<file path="src/rtl/uart_tx_pkg.sv">
package uart_tx_pkg;
  // Phase of the frame currently driven on the line.
  typedef enum logic [2:0] {
    PH_IDLE  = 3'd0,
    PH_START = 3'd1,
    PH_DATA  = 3'd2,
    PH_PAR   = 3'd3,
    PH_STOP1 = 3'd4,
    PH_STOP2 = 3'd5
  } tx_phase_e;
endpackage

</file>
<file path="src/rtl/tx_hold_buf.sv">
// Single-entry holding register sitting in front of the shifter.
module tx_hold_buf #(
  parameter int DATA_W = 8
) (
  input  logic              clk,
  input  logic              rst_n,
  input  logic              in_valid,
  input  logic [DATA_W-1:0] in_data,
  output logic              in_ready,
  input  logic              take,
  output logic              hold_full,
  output logic [DATA_W-1:0] hold_data
);
  logic              full_q;
  logic [DATA_W-1:0] data_q;

  // A write and a take are mutually exclusive: a write needs the buffer
  // empty, a take needs it full.
  always_ff @(posedge clk) begin
    if (!rst_n) begin
      full_q <= 1'b0;
      data_q <= '0;
    end else if (in_valid && !full_q) begin
      full_q <= 1'b1;
      data_q <= in_data;
    end else if (take) begin
      full_q <= 1'b0;
    end
  end

  assign in_ready  = !full_q;
  assign hold_full = full_q;
  assign hold_data = data_q;
endmodule

</file>
<file path="src/rtl/tx_parity_calc.sv">
// Parity over only the low (len_m1+1) bits of the character.
module tx_parity_calc #(
  parameter int DATA_W = 8,
  parameter int LEN_W  = $clog2(DATA_W)
) (
  input  logic [DATA_W-1:0] data,
  input  logic [LEN_W-1:0]  len_m1,
  input  logic              odd,
  output logic              par_bit
);
  logic [DATA_W-1:0] mask;

  always_comb begin
    for (int i = 0; i < DATA_W; i++) begin
      mask[i] = (i <= int'(len_m1));
    end
  end

  assign par_bit = (^(data & mask)) ^ odd;
endmodule

</file>
<file path="src/rtl/tx_frame_shifter.sv">
// Shift register plus frame sequencer; captures the format at load.
module tx_frame_shifter
  import uart_tx_pkg::*;
#(
  parameter int DATA_W = 8,
  parameter int LEN_W  = $clog2(DATA_W)
) (
  input  logic              clk,
  input  logic              rst_n,
  input  logic              bit_tick,
  input  logic              tx_en,
  input  logic              hold_full,
  input  logic [DATA_W-1:0] hold_data,
  input  logic [LEN_W-1:0]  cfg_len_m1,
  input  logic              cfg_par_en,
  input  logic              cfg_two_stop,
  input  logic              par_in,
  output logic              take,
  output logic              tx_line,
  output logic              shift_empty
);
  tx_phase_e         phase_q;
  logic [DATA_W-1:0] sh_q;
  logic [LEN_W-1:0]  cnt_q;
  logic [LEN_W-1:0]  len_q;
  logic              pe_q;
  logic              par_q;
  logic              two_q;
  logic              line_q;
  logic              frame_end;
  logic              can_load;

  assign frame_end = (phase_q == PH_STOP2) || ((phase_q == PH_STOP1) && !two_q);
  assign can_load  = tx_en && hold_full && ((phase_q == PH_IDLE) || frame_end);
  assign take      = bit_tick && can_load;

  always_ff @(posedge clk) begin
    if (!rst_n) begin
      phase_q <= PH_IDLE;
      sh_q    <= '0;
      cnt_q   <= '0;
      len_q   <= '0;
      pe_q    <= 1'b0;
      par_q   <= 1'b0;
      two_q   <= 1'b0;
      line_q  <= 1'b1;
    end else if (bit_tick) begin
      if (can_load) begin
        phase_q <= PH_START;
        line_q  <= 1'b0;
        sh_q    <= hold_data;
        len_q   <= cfg_len_m1;
        pe_q    <= cfg_par_en;
        par_q   <= par_in;
        two_q   <= cfg_two_stop;
        cnt_q   <= '0;
      end else begin
        unique case (phase_q)
          PH_START: begin
            phase_q <= PH_DATA;
            line_q  <= sh_q[0];
            sh_q    <= {1'b0, sh_q[DATA_W-1:1]};
            cnt_q   <= '0;
          end
          PH_DATA: begin
            if (cnt_q == len_q) begin
              if (pe_q) begin
                phase_q <= PH_PAR;
                line_q  <= par_q;
              end else begin
                phase_q <= PH_STOP1;
                line_q  <= 1'b1;
              end
            end else begin
              cnt_q  <= cnt_q + 1'b1;
              line_q <= sh_q[0];
              sh_q   <= {1'b0, sh_q[DATA_W-1:1]};
            end
          end
          PH_PAR: begin
            phase_q <= PH_STOP1;
            line_q  <= 1'b1;
          end
          PH_STOP1: begin
            phase_q <= two_q ? PH_STOP2 : PH_IDLE;
            line_q  <= 1'b1;
          end
          PH_STOP2: begin
            phase_q <= PH_IDLE;
            line_q  <= 1'b1;
          end
          default: begin
            phase_q <= PH_IDLE;
            line_q  <= 1'b1;
          end
        endcase
      end
    end
  end

  assign tx_line     = line_q;
  assign shift_empty = (phase_q == PH_IDLE);
endmodule

</file>
<file path="src/rtl/uart_tx_dbuf.sv">
module uart_tx_dbuf #(
  parameter int DATA_W = 8,
  localparam int LEN_W = $clog2(DATA_W)
) (
  input  logic              clk,
  input  logic              rst_n,
  input  logic              tx_en,
  input  logic              bit_tick,
  input  logic [LEN_W-1:0]  cfg_len_m1,
  input  logic              cfg_par_en,
  input  logic              cfg_par_odd,
  input  logic              cfg_two_stop,
  input  logic              irq_en,
  input  logic              in_valid,
  input  logic [DATA_W-1:0] in_data,
  output logic              in_ready,
  output logic              tx_line,
  output logic              shift_empty,
  output logic              irq
);
  logic              take;
  logic              hold_full;
  logic [DATA_W-1:0] hold_data;
  logic              par_bit;

  tx_hold_buf #(.DATA_W(DATA_W)) u_hold (
    .clk       (clk),
    .rst_n     (rst_n),
    .in_valid  (in_valid),
    .in_data   (in_data),
    .in_ready  (in_ready),
    .take      (take),
    .hold_full (hold_full),
    .hold_data (hold_data)
  );

  tx_parity_calc #(.DATA_W(DATA_W), .LEN_W(LEN_W)) u_par (
    .data    (hold_data),
    .len_m1  (cfg_len_m1),
    .odd     (cfg_par_odd),
    .par_bit (par_bit)
  );

  tx_frame_shifter #(.DATA_W(DATA_W), .LEN_W(LEN_W)) u_shift (
    .clk          (clk),
    .rst_n        (rst_n),
    .bit_tick     (bit_tick),
    .tx_en        (tx_en),
    .hold_full    (hold_full),
    .hold_data    (hold_data),
    .cfg_len_m1   (cfg_len_m1),
    .cfg_par_en   (cfg_par_en),
    .cfg_two_stop (cfg_two_stop),
    .par_in       (par_bit),
    .take         (take),
    .tx_line      (tx_line),
    .shift_empty  (shift_empty)
  );

  assign irq = irq_en && in_ready;
endmodule

</file>
<file path="config.mk">
export PLATFORM = sky130hd
export DESIGN_NAME = uart_tx_dbuf
export DESIGN_NICKNAME = d
export VERILOG_FILES = /design/src/rtl/uart_tx_pkg.sv /design/src/rtl/tx_hold_buf.sv /design/src/rtl/tx_parity_calc.sv /design/src/rtl/tx_frame_shifter.sv /design/src/rtl/uart_tx_dbuf.sv
export SDC_FILE = /design/constraint.sdc
export NUM_CORES = 1
export LEC_CHECK = 0
export ABC_CLOCK_PERIOD_IN_PS = 1450
export BUFFER_PORTS_ARGS = -buffer_cell sky130_fd_sc_hd__buf_2
export CORE_UTILIZATION = 30
export DETAILED_ROUTE_END_ITERATION = 10
export SLEW_MARGIN = 10
export SYNTH_ARGS = -nofsm -noshare
export SYNTH_HDL_FRONTEND = slang
export SYNTH_SLANG_ARGS = --single-unit
</file>
<file path="constraint.sdc">
create_clock -name clk -period 1.45 [get_ports clk]
set_input_delay 0.29 -clock clk [delete_from_list [all_inputs] [get_ports clk]]
set_output_delay 0.29 -clock clk [all_outputs]
set_load 0.01 [all_outputs]
</file>
==> impl_metrics.tcl, run 1 <==
set metrics [dict create \
    outcome "finished, violations left" \
    violations "setup timing" \
    relSlewSlack 0.708 \
    initial_core_util 0.315 \
    pre_cts_ws_ns -0.147 \
    first_pass_iters 5 \
    routed_wl_mm 4.43 \
    critPathKind "flip-flop to flip-flop" \
    grt_max_degree 18 \
    finalSetupViolations 15 \
    synth_edf_count 0 \
    p_clk_frac 0.347 \
    ant_nets 0 \
    p_per_area_nw_per_um2 860 \
    cp-end-kind "flip-flop" \
    drc 0 \
    cts.sinks 30 \
    place.gp.congestion 0.804 \
    cap_violations 0 \
    nFillCells 497 \
    cts-buffers-inserted 5 \
    critPathRequiredTime_ns 1.64 \
    dp_hpwl_mm 2.96 \
    worstPathArrival_ns 1.86 \
    setup_slack_ns -0.216 \
    clk_latency_ns 0.29 \
    layout_worst_path_cycle_share 1.15 \
    drtIter0Drc 67 \
    antenna_found_initial 0 \
    clk_pin_slew_ns 0.07 \
    pin_count 24 \
    syn_area_um2 1630 \
    start_kind "flip-flop" \
    h-tree-depth 2 \
    rows 26 \
    synth-seq-cells 30 \
    yosys_warnings 0 \
    die_y_um 75.7 \
    vias 1587 \
    ys.flop_type "dfxtp_1" \
    fin_util 0.465 \
    synth.avg_cell_area_um2 8.50 \
    internal_power_mw 1.47 \
    tritoncts "built" \
    rsz0062_at_grt "true" \
    grt_pass1_wl_mm 6.80 \
    fin_area_um2 2410 \
    p_sw_mw 0.595 \
    nNetsFinal 269 \
    die_w_um 75.7 \
    grt_pass1_vias 1473 \
    drive_gt1_frac 0.486 \
    min_path_type "input port to flip-flop" \
    area_growth_pct 47.5 \
    grtUsageTotal 0.162 \
    vias_per_cell 4.97 \
    clock_skew_ns 0.00572 \
    slew_viol_final 0 \
    post_cts_buffers 0 \
    p_comb_frac 0.219 \
    insertedDiodeCount 0 \
    wl_per_cell_um 13.9 \
    io_buffers 23 \
    core_area_um2 5170 \
    period_needed_ns 1.67 \
    yosysSeqAreaShare 0.368 \
    gr-total-overflow 0 \
    worst_pin_slew_ns 0.434 \
    cts-root-buf "clkbuf_8" \
    ys_types 49 \
    mostFrequentLayoutCells "33 x nand2_1, 33 x buf_4, 23 x buf_2" \
    max_freq_mhz 600 \
    path_max_fanout 4 \
    die_area_um2 5740 \
    synthArstFlopShare 0 \
    p_seq_frac 0.434 \
    hold_viol 0 \
    synthCells 192 \
    dpl_cell_area_um2 2100 \
    ctsLongestPathBuffers 2 \
    syn-num-nets 213 \
    ir_drop_mv 0.529 \
    p_leak_nw 1.02 \
    sw_frac_of_total 0.288 \
]
==> worst max-delay path, stage by stage (launching register included) <==
cell      delay (ns)
dfxtp_2         0.34
xor2_2          0.19
or4_4           0.56
a31oi_4         0.20
nor2_2          0.05
o311ai_2        0.24
==> cell usage after synthesis (2+ instances only) <==
cell type	instances	area share
nand3_1	6	0.018
o31ai_1	2	0.0092
nand2_1	33	0.076
nor2_1	7	0.016
a21oi_1	17	0.052
mux2i_1	8	0.049
nand2b_1	4	0.015
o21ai_0	4	0.012
nor4_1	2	0.0077
nor3_1	4	0.012
o211a_1	7	0.043
nor2b_1	3	0.012
buf_6	3	0.021
clkbuf_1	6	0.014
xnor2_1	2	0.011
xor2_1	6	0.032
o211ai_1	7	0.032
o21a_1	3	0.014
inv_1	4	0.0092
o22ai_1	2	0.0077
buf_2	2	0.0061
dfxtp_1	30	0.37
nand3b_1	2	0.0092
a211oi_1	3	0.014
==> logic make-up after synthesis <==
family | share of synthesized area
flip-flops | 0.368
AO/OA/AOI/OAI | 0.255
multiplexers | 0.0491
AND/OR/NAND/NOR | 0.221
XOR/XNOR | 0.0429
adder cells (fa/ha/maj) | 0.00767
buffers and inverters | 0.0567
==> layout make-up <==
cell class / instances / area [um2] / share of cell area
clock buffers: 6 / 82.6 / 0.0343
multi-input cells: 145 / 1140 / 0.473
well taps: 70 / 87.6 / 0.0364
flip-flops and latches: 30 / 618 / 0.257
repair buffers: 61 / 448 / 0.186
inverters: 5 / 18.8 / 0.00780
clock inverters: 2 / 12.5 / 0.00520
==> state kept, by name (all words and copies together) (netlist names) <==
register          cells
u_hold.hold_data      8
u_shift.sh_q          8
u_shift.cnt_q         3
u_shift.len_q         3
u_shift.phase_q       3
u_hold.hold_full      1
u_shift.par_q         1
u_shift.pe_q          1
u_shift.two_q         1
u_shift.tx_line       1
==> final timing paths <==
check	from	to	slack (ns)	depth (start not counted)
setup / recovery	u_shift.len_q[0]$_SDFFE_PN0P_	u_shift.tx_line$_SDFFE_PN1P_	-0.22	5
hold / removal	in_data[6]	u_hold.hold_data[6]$_SDFFE_PN0P_	0.23	3
setup reg to reg	u_shift.len_q[0]$_SDFFE_PN0P_	u_shift.tx_line$_SDFFE_PN1P_	-0.22	5
hold reg to reg	u_shift.len_q[1]$_SDFFE_PN0P_	u_shift.len_q[1]$_SDFFE_PN0P_	0.48	2
==> what timing repair did <==
| action | CTS | global route |
|---|---|---|
| pin swaps | 10 | 9 |
| setup endpoints to repair | 22 | 18 |
| hold buffers | 0 | 0 |
| cloned | 1 | 0 |
| resized for setup | 22 | 24 |
==> metal layers <==
layer  up-vias  global-route usage  part of all wire
met5         -                   0                 0
met1       754               0.202              0.45
met3         6              0.0410             0.039
met2        29               0.262              0.49
met4         0              0.0761             0.016
li1        798                   -                 -
==> per-stage QoR <==
stage | setup TNS [ns] | instances | total power [mW] | hold WS [ns]
2_1_floorplan | -0.563 | 192 | 1.14 | 0.426
3_3_place_gp | -1.82 | 310 | 1.29 | 0.455
3_5_place_dp | -1.94 | 310 | 1.30 | 0.467
4_1_cts | -1.18 | 319 | 2.06 | 0.219
5_1_grt | -2.72 | 319 | 2.17 | 0.233
6_report | -1.55 | 319 | 2.07 | 0.226
==> power by group through the flow <==
stage / Combinational, mW / Clock, mW / Sequential [mW]
after global routing: 0.494 / 0.772 / 0.904
after CTS: 0.424 / 0.736 / 0.896
after global placement: 0.378 / 0 / 0.913
after detailed placement: 0.384 / 0 / 0.914
final: 0.454 / 0.717 / 0.899
after floorplan: 0.229 / 0 / 0.911
Power figures use the tool's default switching activity.
==> run 2: changes to the inputs <==
--- a/config.mk
+++ b/config.mk
@@ -7,7 +7,8 @@
 export LEC_CHECK = 0
 export ABC_CLOCK_PERIOD_IN_PS = 1450
 export BUFFER_PORTS_ARGS = -buffer_cell sky130_fd_sc_hd__buf_2
-export CORE_UTILIZATION = 30
+export CORE_UTILIZATION = 31
+export CTS_BUF_LIST = sky130_fd_sc_hd__clkbuf_4 sky130_fd_sc_hd__clkbuf_8 sky130_fd_sc_hd__clkbuf_16
 export DETAILED_ROUTE_END_ITERATION = 10
 export SLEW_MARGIN = 10
 export SYNTH_ARGS = -nofsm -noshare
==> run 2 against run 1 <==
  * The run still ends with setup timing left
  * Flip-flop and latch count is the same
  * Non-clock buffer count grew 5
  * Clock power grew 18%
  * Sequential share of layout area grew 0.068 points
  * Sequential power is essentially flat
  * Critical path depth is the same
  * Via count shrank 0.25%
  * Die area shrank 3.1%
  * Count of clock-buffer cells in the layout shrank 1
  * Maximum frequency grew 5.5%
  * Clock skew shrank 0.0034 ns
  * Highest routed layer unchanged
==> impl_metrics.tcl, run 2 (synthesis results as in run 1) <==
set metrics [dict create \
    outcome "finished, violations left" \
    violations "setup timing" \
    cts-buffers-inserted 5 \
    critPathKind "flip-flop to flip-flop" \
    multi_input_area_um2 1070 \
    drtIter0Drc 50 \
    critPathRequiredTime_ns 1.62 \
    rsz0062_at_grt "true" \
    hold_viol 0 \
    ir_drop_mv 0.752 \
    gr-total-overflow 0 \
    worstReg2RegStart "u_shift.len_q[0]$_SDFFE_PN0P_" \
    rows 26 \
    cp-startpoint "u_shift.len_q[0]$_SDFFE_PN0P_" \
    p_leak_nw 1.05 \
    dp_hpwl_mm 2.90 \
    worstPathArrival_ns 1.75 \
    clk_latency_ns 0.29 \
    worst_pin_slew_ns 0.305 \
    layout_worst_path_cycle_share 1.09 \
    ant_nets 0 \
    cp-end-kind "flip-flop" \
    clock_skew_ns 0.00234 \
    core_area_um2 5070 \
    finalSetupViolations 15 \
    hold_buffers 0 \
    h-tree-depth 2 \
    setup_slack_ns -0.129 \
    cap_violations 0 \
    vias_per_cell 4.89 \
    total_power_mw 2.18 \
    antenna_found_initial 0 \
    die_y_um 74.5 \
    initial_core_util 0.321 \
    relSlewSlack 0.795 \
    first_pass_iters 4 \
    min_path_type "input port to flip-flop" \
    mostFrequentLayoutCells "34 x buf_4, 33 x nand2_1, 23 x buf_2" \
    start_kind "flip-flop" \
    seq_area_um2 617 \
    wl_per_cell_um 13.4 \
    tritoncts "built" \
    place.gp.congestion 0.860 \
    period_needed_ns 1.58 \
    path_max_fanout 4 \
    max_freq_mhz 633 \
    slew_viol_final 0 \
    nNetsFinal 274 \
    p_per_area_nw_per_um2 911 \
    r2r_slack_ns -0.13 \
    die_w_um 74.5 \
    cts-root-buf "clkbuf_8" \
    grt_pass1_wl_mm 6.91 \
    final_common_cell "buf_4" \
    grtUsageTotal 0.169 \
    rr_worst_depth 5 \
    cts.sinks 30 \
    placedCellCount 310 \
    finalNonFillerCells 324 \
    grt_pass1_vias 1467 \
    pin_count 24 \
    area_growth_pct 46.9 \
    drc 0 \
    routed_wl_mm 4.35 \
    vias 1583 \
    nFillCells 516 \
    reg2reg_to "u_shift.phase_q[0]$_SDFFE_PN0P_" \
    die_area_um2 5560 \
    ctsLongestPathBuffers 2 \
    clk_pin_slew_ns 0.07 \
    grt_max_degree 18 \
    io_buffers 23 \
    critPathCapture "u_shift.phase_q[0]$_SDFFE_PN0P_" \
    drive_gt1_frac 0.453 \
    insertedDiodeCount 0 \
]
[run 2: final cells by class]
| type | count | area share |
|---|---|---|
| Sequential cell | 30 | 0.257 |
| Tap cell | 70 | 0.0366 |
| Timing Repair Buffer | 66 | 0.208 |
| Inverter | 5 | 0.00783 |
| Multi-Input combinational cell | 145 | 0.445 |
| Clock inverter | 3 | 0.0167 |
| Clock buffer | 5 | 0.0287 |
[run 2: worst min-delay path by stage]
stage / from / end / slack, ns / depth (start not counted)
4_1_cts: in_data[6] / u_hold.hold_data[6]$_SDFFE_PN0P_ / 0.22 / 3
3_3_place_gp: u_shift.sh_q[7]$_SDFFE_PN0P_ / u_shift.sh_q[7]$_SDFFE_PN0P_ / 0.45 / 2
5_1_grt: in_data[6] / u_hold.hold_data[6]$_SDFFE_PN0P_ / 0.22 / 3
3_5_place_dp: u_shift.par_q$_SDFFE_PN0P_ / u_shift.par_q$_SDFFE_PN0P_ / 0.47 / 2
6_report: in_data[6] / u_hold.hold_data[6]$_SDFFE_PN0P_ / 0.22 / 3
2_1_floorplan: in_data[3] / u_hold.hold_data[3]$_SDFFE_PN0P_ / 0.43 / 2
[run 2: per-stage QoR]
stage / TNS (ns) / hold slack (ns) / util / setup WS (ns) / instance area (um2)
after global routing: -1.98 / 0.222 / 0.472 / -0.195 / 2400
after CTS: -1.09 / 0.217 / 0.456 / -0.109 / 2310
after detailed placement: -1.73 / 0.466 / 0.415 / -0.148 / 2100
after global placement: -1.61 / 0.454 / 0.415 / -0.145 / 2100
after floorplan: -0.563 / 0.426 / - / -0.0695 / 1690
final: -1.27 / 0.224 / 0.472 / -0.129 / 2400
[run 2: critical path, cell delays in order (launching register included)]
cell	delay (ns)
dfxtp_2	0.33
xor2_2	0.19
or3_4	0.44
a31o_4	0.26
a211oi_2	0.19
a211oi_1	0.06
[run 2: report_power, final]
part           switching [mW]  leakage [nW]  total, mW  internal, mW
clock network           0.339        0.0579      0.844         0.505
registers              0.0305         0.250      0.897         0.866
logic                   0.215         0.740      0.443         0.228
[run 2: per-layer routing]
layer  part of all wire  track usage
met5                  0            0
met1               0.48        0.229
met3              0.037       0.0596
met4              0.014       0.0650
met2               0.47        0.246
[run 2: timing repair]
item,in CTS,in global routing
setup endpoints to repair,23,19
hold endpoints to repair,0,0
gates cloned,1,0
gates resized for setup,16,17
setup buffers,2,4
pin swaps,6,10
==> run 3: changes to the inputs <==
--- a/config.mk
+++ b/config.mk
@@ -5,9 +5,9 @@
 export SDC_FILE = /design/constraint.sdc
 export NUM_CORES = 1
 export LEC_CHECK = 0
-export ABC_CLOCK_PERIOD_IN_PS = 1450
+export ABC_CLOCK_PERIOD_IN_PS = 2000
 export BUFFER_PORTS_ARGS = -buffer_cell sky130_fd_sc_hd__buf_2
-export CORE_UTILIZATION = 31
+export CORE_UTILIZATION = 35
 export CTS_BUF_LIST = sky130_fd_sc_hd__clkbuf_4 sky130_fd_sc_hd__clkbuf_8 sky130_fd_sc_hd__clkbuf_16
 export DETAILED_ROUTE_END_ITERATION = 10
 export SLEW_MARGIN = 10
==> constraint.sdc (replaced) <==
create_clock -name clk -period 2 [get_ports clk]
set_input_delay 0.4 -clock clk [delete_from_list [all_inputs] [get_ports clk]]
set_output_delay 0.4 -clock clk [all_outputs]
set_load 0.01 [all_outputs]
==> run 3 against run 2 <==
  * The run now ends clean
  * Setup slack better by 0.49 ns
  * Count of clock-buffer cells in the layout up 2
  * Clock power down 39%
  * Wire length down 18%
  * Maximum frequency down 3.8%
  * Final area down 21%
  * Flip-flop and latch count unchanged
  * Cell count down 16%
  * Power down 37%
  * Sequential power down 27%
  * Critical path type unchanged
  * Critical endpoint is now u_shift.sh_q[6]$_SDFFE_PN0P_
  * Largest cell class unchanged
  * Highest routed layer unchanged
==> impl_metrics.tcl, run 3 (synthesis results as in run 1) <==
set metrics [dict create \
    rows 24 \
    fin_area_um2 1890 \
    io_buffers 23 \
    drc 0 \
    ctsResizeCount 0 \
    p_per_area_nw_per_um2 730 \
    insertedDiodeCount 0 \
    worstPathArrival_ns 1.82 \
    ant_nets 0 \
    grt_pass1_wl_mm 6.15 \
    finalSetupViolations 0 \
    first_pass_iters 4 \
    mostFrequentLayoutCells "33 x nand2_1, 30 x dfxtp_1, 23 x buf_2" \
    clk_pin_slew_ns 0.07 \
    cap_violations 0 \
    cts.sinks 30 \
    p_leak_nw 0.832 \
    slew_viol_final 0 \
    ir_drop_mv 0.416 \
    initial_core_util 0.370 \
    place.gp.congestion 0.796 \
    antenna_found_initial 0 \
    relSlewSlack 0.635 \
    max_freq_mhz 609 \
    rr_worst_depth 5 \
    fin_tns_setup_ns 0 \
    die_w_um 70.3 \
    vias 1407 \
    grtUsageTotal 0.158 \
    critPathRequiredTime_ns 2.17 \
    wl_per_cell_um 13.2 \
    slowest_delay_ns 0.34 \
    r2r_slack_ns 0.36 \
    die_area_um2 4940 \
    drtIter0Drc 42 \
    cts-buffers-inserted 5 \
    crit_buf_inv 0 \
    cp-end-kind "flip-flop" \
    cp-startpoint "u_shift.cnt_q[0]$_SDFFE_PN0P_" \
    drive_gt1_frac 0.224 \
    nNetsFinal 239 \
    ctsLongestPathBuffers 2 \
    path_max_fanout 10 \
    worstPathCellList "xor2_1 -> o31ai_1 -> a21oi_2 -> o21a_1 -> o211a_1" \
    dpl_cell_area_um2 1800 \
    reg2reg_to "u_shift.sh_q[6]$_SDFFE_PN0P_" \
    die_y_um 70.3 \
    nFillCells 436 \
    h-tree-depth 2 \
    routed_wl_mm 3.57 \
    critPathKind "flip-flop to flip-flop" \
    core_area_um2 4410 \
    hold_ws_ns 0.347 \
    cp_slowest_cell "dfxtp_1" \
    gr-total-overflow 0 \
    multi_input_area_um2 938 \
    area_growth_pct 16.0 \
    tritoncts "built" \
    rsz0062_at_grt "false" \
    seq_area_um2 601 \
    layout_worst_path_cycle_share 0.821 \
    crit_cells 5 \
    hold_viol 0 \
    critPathCapture "u_shift.sh_q[6]$_SDFFE_PN0P_" \
    worst_pin_slew_ns 0.546 \
    pin_count 24 \
    grt_pass1_vias 1290 \
    outcome "completed" \
    cts-root-buf "clkbuf_8" \
    vias_per_cell 5.19 \
    post_cts_buffers 0 \
    grt_max_degree 18 \
    hold_buffers 0 \
    final_common_cell "nand2_1" \
    min_path_type "input port to flip-flop" \
    fin_util 0.429 \
    clk_latency_ns 0.28 \
    worstReg2RegStart "u_shift.cnt_q[0]$_SDFFE_PN0P_" \
    start_kind "flip-flop" \
    crit_family "compound AO/OA/AOI/OAI gates" \
    dp_hpwl_mm 2.59 \
    period_needed_ns 1.64 \
    clock_skew_ns 0.00678 \
]
==> run 3: changes by cell type in the layout (fill, tap and decap cells not counted), sizes merged <==
cell	previous run	this run
buf	66	31
clkbuf	5	7
clkinv	3	2
bufinv	1	0
==> run 3: worst min-delay path by stage <==
stage | start | endpoint | cells after the start
after detailed placement | u_shift.len_q[2]$_SDFFE_PN0P_ | u_shift.len_q[2]$_SDFFE_PN0P_ | 2
after global placement | u_shift.sh_q[7]$_SDFFE_PN0P_ | u_shift.sh_q[7]$_SDFFE_PN0P_ | 2
final | in_data[6] | u_hold.hold_data[6]$_SDFFE_PN0P_ | 3
after CTS | in_data[6] | u_hold.hold_data[6]$_SDFFE_PN0P_ | 3
after global routing | in_data[1] | u_hold.hold_data[1]$_SDFFE_PN0P_ | 3
after floorplan | u_shift.par_q$_SDFFE_PN0P_ | u_shift.par_q$_SDFFE_PN0P_ | 2
==> run 3: area by class of cell <==
type                    instances  area share
clock inverters                 1     0.00264
multi-input cells             145       0.496
flip-flops and latches         30       0.317
well taps                      52      0.0344
clock buffers                   7      0.0476
inverters                       5     0.00991
repair buffers                 31      0.0925
==> run 3: worst register-to-register path, delay by kind of cell, from the launching register on <==
family | cells | cell delay [ns]
compound gates | 4 | 1.01
flops | 1 | 0.34
xor+xnor | 1 | 0.19
==> run 3: where the power goes <==
part | internal [mW] | switching [mW]
clock network | 0.291 | 0.224
registers | 0.628 | 0.0285
logic | 0.0959 | 0.116
total | 1.01 | 0.368
==> run 3: metal layers <==
| layer | part of all wire | wire length [um] | track usage |
|---|---|---|---|
| met2 | 0.46 | 1630 | 0.239 |
| met5 | 0 | 0 | 0 |
| met4 | 0.0050 | 18 | 0.0400 |
| met1 | 0.50 | 1790 | 0.215 |
| met3 | 0.038 | 135 | 0.0534 |
==> run 3: stage by stage <==
stage / instances / worst slack, ns / power [mW]
after global placement: 263 / 0.306 / 0.882
after floorplan: 192 / 0.460 / 0.818
after detailed placement: 263 / 0.283 / 0.883
after CTS: 271 / 0.330 / 1.40
final: 271 / 0.358 / 1.38
after global routing: 271 / 0.161 / 1.46
